<file path="config.mk">
export PLATFORM = sky130hd
export DESIGN_NAME = chan_mux_seq
export DESIGN_NICKNAME = d
export VERILOG_FILES = /design/src/rtl/chan_mux_seq_pkg.sv /design/src/rtl/seq_edge_det.sv /design/src/rtl/seq_order.sv /design/src/rtl/seq_pos_ctr.sv /design/src/rtl/seq_tag_pipe.sv /design/src/rtl/chan_mux_seq.sv
export SDC_FILE = /design/constraint.sdc
export NUM_CORES = 1
export LEC_CHECK = 0
export ABC_AREA = 1
export BUFFER_PORTS_ARGS = -buffer_cell sky130_fd_sc_hd__buf_2
export CORE_MARGIN = 5
export CORE_UTILIZATION = 56
export DETAILED_ROUTE_END_ITERATION = 16
export GPL_TIMING_DRIVEN = 0
export PLACE_DENSITY = 0.79
export SLEW_MARGIN = 25
export SYNTH_ARGS = -nofsm -noshare
export SYNTH_HDL_FRONTEND = slang
export SYNTH_SLANG_ARGS = --single-unit
</file>
<file path="constraint.sdc">
create_clock -name clk_i -period 5 [get_ports clk_i]
set_input_delay 1 -clock clk_i [delete_from_list [all_inputs] [get_ports clk_i]]
set_output_delay 1 -clock clk_i [all_outputs]
set_load 0.02 [all_outputs]
</file>
<file path="src/rtl/chan_mux_seq_pkg.sv">
package chan_mux_seq_pkg;
  localparam int NUM_CH = 3;
  localparam int CH_W   = 2;
  localparam int POS_W  = 2;

  localparam logic [CH_W-1:0] CH_RED   = 2'd0;
  localparam logic [CH_W-1:0] CH_GREEN = 2'd1;
  localparam logic [CH_W-1:0] CH_BLUE  = 2'd2;

  typedef logic [CH_W-1:0] chan_t;
  typedef logic [NUM_CH-1:0][CH_W-1:0] chan_list_t;

  typedef struct packed {
    logic  valid;
    chan_t ch;
  } tag_t;
endpackage

</file>
<file path="src/rtl/seq_edge_det.sv">
module seq_edge_det #(
  parameter int W = 2
) (
  input  logic         clk_i,
  input  logic         rst_ni,
  input  logic [W-1:0] lvl_i,
  output logic [W-1:0] rise_o,
  output logic [W-1:0] fall_o
);
  logic [W-1:0] prev_q;

  always_ff @(posedge clk_i or negedge rst_ni) begin
    if (!rst_ni) prev_q <= '0;
    else         prev_q <= lvl_i;
  end

  assign rise_o = lvl_i & ~prev_q;
  assign fall_o = ~lvl_i & prev_q;
endmodule

</file>
<file path="src/rtl/seq_order.sv">
module seq_order
  import chan_mux_seq_pkg::*;
(
  input  logic             three_ch_i,
  input  logic             order_i,
  input  logic [NUM_CH-1:0] en_i,
  output logic [POS_W-1:0] len_o,
  output chan_list_t       list_o
);
  logic [1:0] n_en;
  chan_t      lo_ch, hi_ch, solo_ch;

  assign n_en = 2'($countones(en_i));

  // enabled pair, lower code first
  always_comb begin
    if (en_i[2]) begin
      lo_ch = CH_RED;
      hi_ch = en_i[1] ? CH_GREEN : CH_BLUE;
    end else begin
      lo_ch = CH_GREEN;
      hi_ch = CH_BLUE;
    end
  end

  // zero or three set bits fall back to red
  always_comb begin
    if (n_en == 2'd1) solo_ch = en_i[2] ? CH_RED : (en_i[1] ? CH_GREEN : CH_BLUE);
    else              solo_ch = CH_RED;
  end

  always_comb begin
    if (three_ch_i) begin
      len_o = POS_W'(3);
      if (order_i) list_o = {CH_BLUE, CH_GREEN, CH_RED};
      else         list_o = {CH_RED, CH_GREEN, CH_BLUE};
    end else if (n_en == 2'd2) begin
      len_o = POS_W'(2);
      list_o[0] = order_i ? lo_ch : hi_ch;
      list_o[1] = order_i ? hi_ch : lo_ch;
      list_o[2] = list_o[1];
    end else begin
      len_o = POS_W'(1);
      list_o = {solo_ch, solo_ch, solo_ch};
    end
  end
endmodule

</file>
<file path="src/rtl/seq_pos_ctr.sv">
module seq_pos_ctr
  import chan_mux_seq_pkg::*;
(
  input  logic             clk_i,
  input  logic             rst_ni,
  input  logic             adc_rise_i,
  input  logic             dsc_rise_i,
  input  logic [POS_W-1:0] len_i,
  output logic [POS_W-1:0] pos_d_o,
  output logic [POS_W-1:0] pos_o
);
  logic [POS_W-1:0] pos_q;
  logic             armed_q;
  logic [POS_W:0]   pos_inc;

  assign pos_inc = {1'b0, pos_q} + 1'b1;

  always_comb begin
    pos_d_o = pos_q;
    if (adc_rise_i) begin
      if (armed_q || dsc_rise_i)       pos_d_o = '0;
      else if (pos_inc < {1'b0, len_i}) pos_d_o = pos_inc[POS_W-1:0];
      else                              pos_d_o = len_i - 1'b1;
    end
  end

  always_ff @(posedge clk_i or negedge rst_ni) begin
    if (!rst_ni) begin
      pos_q   <= '0;
      armed_q <= 1'b1;
    end else begin
      pos_q <= pos_d_o;
      if (adc_rise_i)      armed_q <= 1'b0;
      else if (dsc_rise_i) armed_q <= 1'b1;
    end
  end

  assign pos_o = pos_q;

  a_r3_rearm: assert property (@(posedge clk_i) disable iff (!rst_ni)
    (dsc_rise_i && !adc_rise_i) |=> armed_q);
  a_r3_first_pos: assert property (@(posedge clk_i) disable iff (!rst_ni)
    (adc_rise_i && (armed_q || dsc_rise_i)) |=> (pos_q == '0) && !armed_q);
  a_r4_advance: assert property (@(posedge clk_i) disable iff (!rst_ni)
    (adc_rise_i && !armed_q && !dsc_rise_i && (pos_inc < {1'b0, len_i}))
      |=> pos_q == $past(pos_q) + 1'b1);
  a_r4_idle_hold: assert property (@(posedge clk_i) disable iff (!rst_ni)
    !adc_rise_i |=> $stable(pos_q));
endmodule

</file>
<file path="src/rtl/seq_tag_pipe.sv">
module seq_tag_pipe
  import chan_mux_seq_pkg::*;
#(
  parameter int DEPTH = 3
) (
  input  logic  clk_i,
  input  logic  rst_ni,
  input  logic  shift_i,
  input  chan_t ch_i,
  output tag_t  tag_o
);
  tag_t stage_q [DEPTH];

  generate
    for (genvar s = 0; s < DEPTH; s++) begin : g_stage
      always_ff @(posedge clk_i or negedge rst_ni) begin
        if (!rst_ni)      stage_q[s] <= '0;
        else if (shift_i) begin
          if (s == 0) stage_q[s] <= '{valid: 1'b1, ch: ch_i};
          else        stage_q[s] <= stage_q[s-1];
        end
      end
    end
  endgenerate

  assign tag_o = stage_q[DEPTH-1];

  a_r9_hold: assert property (@(posedge clk_i) disable iff (!rst_ni)
    !shift_i |=> $stable(tag_o));
  a_r9_valid_sticky: assert property (@(posedge clk_i) disable iff (!rst_ni)
    tag_o.valid |=> tag_o.valid);
endmodule

</file>
<file path="src/rtl/chan_mux_seq.sv">
module chan_mux_seq
  import chan_mux_seq_pkg::*;
#(
  parameter int TAG_LAT = 3
) (
  input  logic             clk_i,
  input  logic             rst_ni,
  input  logic             adc_clk_i,
  input  logic             dsc_clk_i,
  input  logic             three_ch_i,
  input  logic             order_i,
  input  logic [NUM_CH-1:0] ch_en_i,
  output logic [CH_W-1:0]   sel_code_o,
  output logic [NUM_CH-1:0] sel_onehot_o,
  output logic             tag_valid_o,
  output logic [CH_W-1:0]   tag_ch_o
);
  localparam int N_CLK = 2;

  logic [N_CLK-1:0] rise, fall;
  logic             adc_rise, adc_fall, dsc_rise;
  logic [POS_W-1:0] seq_len, pos_d, pos_q;
  chan_list_t       seq_list;
  chan_t            sel_q;
  tag_t             tag;

  seq_edge_det #(.W(N_CLK)) u_edge (
    .clk_i  (clk_i),
    .rst_ni (rst_ni),
    .lvl_i  ({dsc_clk_i, adc_clk_i}),
    .rise_o (rise),
    .fall_o (fall)
  );

  assign adc_rise = rise[0];
  assign adc_fall = fall[0];
  assign dsc_rise = rise[1];

  seq_order u_order (
    .three_ch_i (three_ch_i),
    .order_i    (order_i),
    .en_i       (ch_en_i),
    .len_o      (seq_len),
    .list_o     (seq_list)
  );

  seq_pos_ctr u_pos (
    .clk_i      (clk_i),
    .rst_ni     (rst_ni),
    .adc_rise_i (adc_rise),
    .dsc_rise_i (dsc_rise),
    .len_i      (seq_len),
    .pos_d_o    (pos_d),
    .pos_o      (pos_q)
  );

  always_ff @(posedge clk_i or negedge rst_ni) begin
    if (!rst_ni)       sel_q <= CH_RED;
    else if (adc_rise) sel_q <= seq_list[pos_d];
  end

  generate
    for (genvar c = 0; c < NUM_CH; c++) begin : g_onehot
      assign sel_onehot_o[c] = (sel_q == CH_W'(c));
    end
  endgenerate

  assign sel_code_o = sel_q;

  seq_tag_pipe #(.DEPTH(TAG_LAT)) u_tag (
    .clk_i   (clk_i),
    .rst_ni  (rst_ni),
    .shift_i (adc_fall),
    .ch_i    (sel_q),
    .tag_o   (tag)
  );

  assign tag_valid_o = tag.valid;
  assign tag_ch_o    = tag.ch;

  a_r2_onehot: assert property (@(posedge clk_i) disable iff (!rst_ni)
    $onehot(sel_onehot_o));
  a_r2_sel_hold: assert property (@(posedge clk_i) disable iff (!rst_ni)
    !adc_rise |=> $stable(sel_code_o));
  a_r7_single_fixed: assert property (@(posedge clk_i) disable iff (!rst_ni)
    (adc_rise && seq_len == POS_W'(1)) |=> sel_code_o == $past(seq_list[0]));
  a_r5_three_first: assert property (@(posedge clk_i) disable iff (!rst_ni)
    (adc_rise && three_ch_i && pos_d == '0)
      |=> sel_code_o == ($past(order_i) ? CH_RED : CH_BLUE));
endmodule

</file>
==> flow_summary.yaml <==
cells_and_area:
  diodes: 0
  final_util_pct: 67.1
  stdcell_count: 166
  drive_gt1_share_pct: 33.3
  fin_nets: 154
  areaGrowthSynthToFinish_pct: 14.8
yosys:
  synth_top_area_share_pct: 37.6
  synth_cells: 121
  ys_types: 27
  synth_nets: 133
  synth_area_leaders: "dfrtp_1, nand2_1, inv_1"
  avgSynthCellArea_um2: 8.25
  ys_async_sr_fraction_pct: 100
  yosysTopAreaCell: "dfrtp_1"
  ys_seq_area_share_pct: 40.2
  ys_ff_latch: 16
  synth_most_common_cell: "nand2_1"
  syn_area_um2: 998
  ys_top_cells_by_count: "nand2_1, inv_1, dfrtp_1, nor2_1, nand3_1"
  synth_edf_count: 0
  synth_warnings: 0
  synthFlopType: "dfrtp_1"
route:
  routed_wl_um: 1880
  wire_per_inst_um: 11.3
  dr.pass1.iters: 4
  vias: 807
  ant_nets: 0
  drt-initial-drc-count: 24
  via_per_inst: 4.86
  drt_drc_violations_left: 0
outcome:
  status: "finished, final reports clean"
placement:
  dp_cells: 162
  io_buffers: 16
  dp_hpwl_um: 1520
  routabilityCongestion: 0.817
global_route:
  globalRouteTotalUtil_pct: 16.4
  grt_pass1_wl_um: 3290
  overflow: 0
  grt_pass1_vias: 816
  grt_max_degree: 17
  grt_antenna_before_repair: 0
setup_path:
  critPathKind: "in2reg"
  crit_fanout: 5
  r2r-end: "sel_code_o[0]"
  rr_startpoint: "u_pos.pos_o[0]"
  crit_path_start_kind: "input port"
  critPathRequiredTime_ns: 5.18
  startpoint: "ch_en_i[1]"
  reg2reg_setup_slack_ns: 3.05
  cp.arrival_ns: 3.33
  crit_path_end_kind: "flop"
  reg2reg_depth: 11
sta:
  fin_crit_ns: 3.14
  setup_viol: 0
  hold_viol: 0
  tns_ns: 0
  whs_ns: 0.470
  rsz0062_at_grt: "false"
  final-max-slew-violation-count: 0
  fmax_mhz: 318
  slew-limit-headroom_pct: 72.8
  fin_crit_sh_pct: 62.8
  clock_skew_ns: 0.000913
  worstMarginPinSlew_ns: 0.408
floorplan:
  dieArea_um2: 2730
  coreArea_um2: 1710
  rows: 15
  die_h_um: 52.2
  start_util_pct: 58.5
  io_pins: 17
  dieWidth_um: 52.2
cts:
  cts_sinks: 16
  cts_buffer_depth: 2
  path_clk_slew_ns: 0.09
  hold_buffers: 0
  cts_resized: 0
  h-tree-depth: 1
  cts_tree: "done"
  postCtsSetupBuffers: 0
  cts_root_buf: "clkbuf_4"
  cts_buffers: 3
  insertion_delay_ns: 0.28
pwr:
  power.density_nw_per_um2: 499
  irDropWorstVdd_v: 0.000250
  power.leakage_uw: 0.000597
worst_hold_path:
  hp-start: "u_tag.stage_q[8]"
  min_delay_path_depth: 2
  hold_class: "reg2reg"
  min_to: "u_tag.stage_q[8]"
flow_run:
  max_cap_violations: 0
[worst max path at each step]
stage | endpoint | slack (ns)
after floorplan | sel_code_o[1] | 1.86
after global placement | sel_code_o[0] | 1.64
after detailed placement | sel_code_o[0] | 1.55
after CTS | sel_code_o[0] | 1.85
after global routing | sel_code_o[0] | 1.68
final | sel_code_o[0] | 1.86
[area by class of cell]
class	instances	area, µm²
fill	140	562
multi-input combinational	80	495
sequential	16	402
inverter	22	82.6
timing repair buffer	16	80.1
clock buffer	4	36.3
tap	25	31.3
buffer	3	18.8
[per-layer routing]
| metal | GRT usage [%] | up-vias | wire [µm] |
|---|---|---|---|
| li1 | - | 420 | - |
| met3 | 4.27 | 0 | 61 |
| met1 | 18.2 | 369 | 798 |
| met2 | 31.0 | 18 | 1020 |
| met5 | 0 | - | 0 |
| met4 | 3.83 | 0 | 0 |
[flip-flops by register name, summed over array words and instances, names as in the netlist]
signal         flops
u_pos.armed_q      1
u_edge.prev_q      2
u_pos.pos_o        2
u_tag.tag_o        3
u_tag.stage_q      6
sel_code_o         2
[cell usage in the layout (no fill, tap or decap), types with 2 or more instances in the layout]
cell type  count
a21oi_1        2
buf_2         16
buf_4          2
clkbuf_4       3
dfrtp_1       15
fa_1           2
inv_1         16
inv_2          6
mux2_2         3
nand2_1       20
nand2_2        3
nand2_4        2
nand3_1       11
nand3_2        3
nor2_1        15
nor2_2         2
nor2_4         2
o21ai_0        6
[worst max-delay path: stages]
cell and delay [ns]:
buf_2 0.11, inv_1 0.07, fa_1 0.57, inv_2 0.07, nor2_4 0.12, nor2_1 0.07, fa_1 0.42, inv_1 0.15
nor2_8 0.04, nand2_4 0.08, nand2_2 0.06, nand2_1 0.06, nand3_1 0.12, nor2_1 0.15, nor2_1 0.08, nand3_1 0.09
nand2_1 0.05
[report_power, final]
group,internal [µW],switching [µW],total [µW]
combinational,111,182,293
sequential,165,30.7,195
clock,44.4,39.1,83.4
[logic make-up (layout without fill, tap and decap cells)]
group	count (synthesis)	count (layout)	share of synthesized area (%)
mux	3	3	3.38
flops	16	16	40.2
simple gates	62	62	34.2
fa+ha+maj	3	3	5.26
compound gates	12	12	6.77
buf+inv	25	45	10.1
[stage by stage]
step                      setup WS (ns)  instance area [µm²]  total power, µW
after CTS                          1.85                 1150              579
after global placement             1.64                 1110              478
after global routing               1.68                 1150              625
after detailed placement           1.55                 1110              493
final                              1.86                 1150              572
after floorplan                    1.86                  998              428
Power figures use the tool's default switching activity.
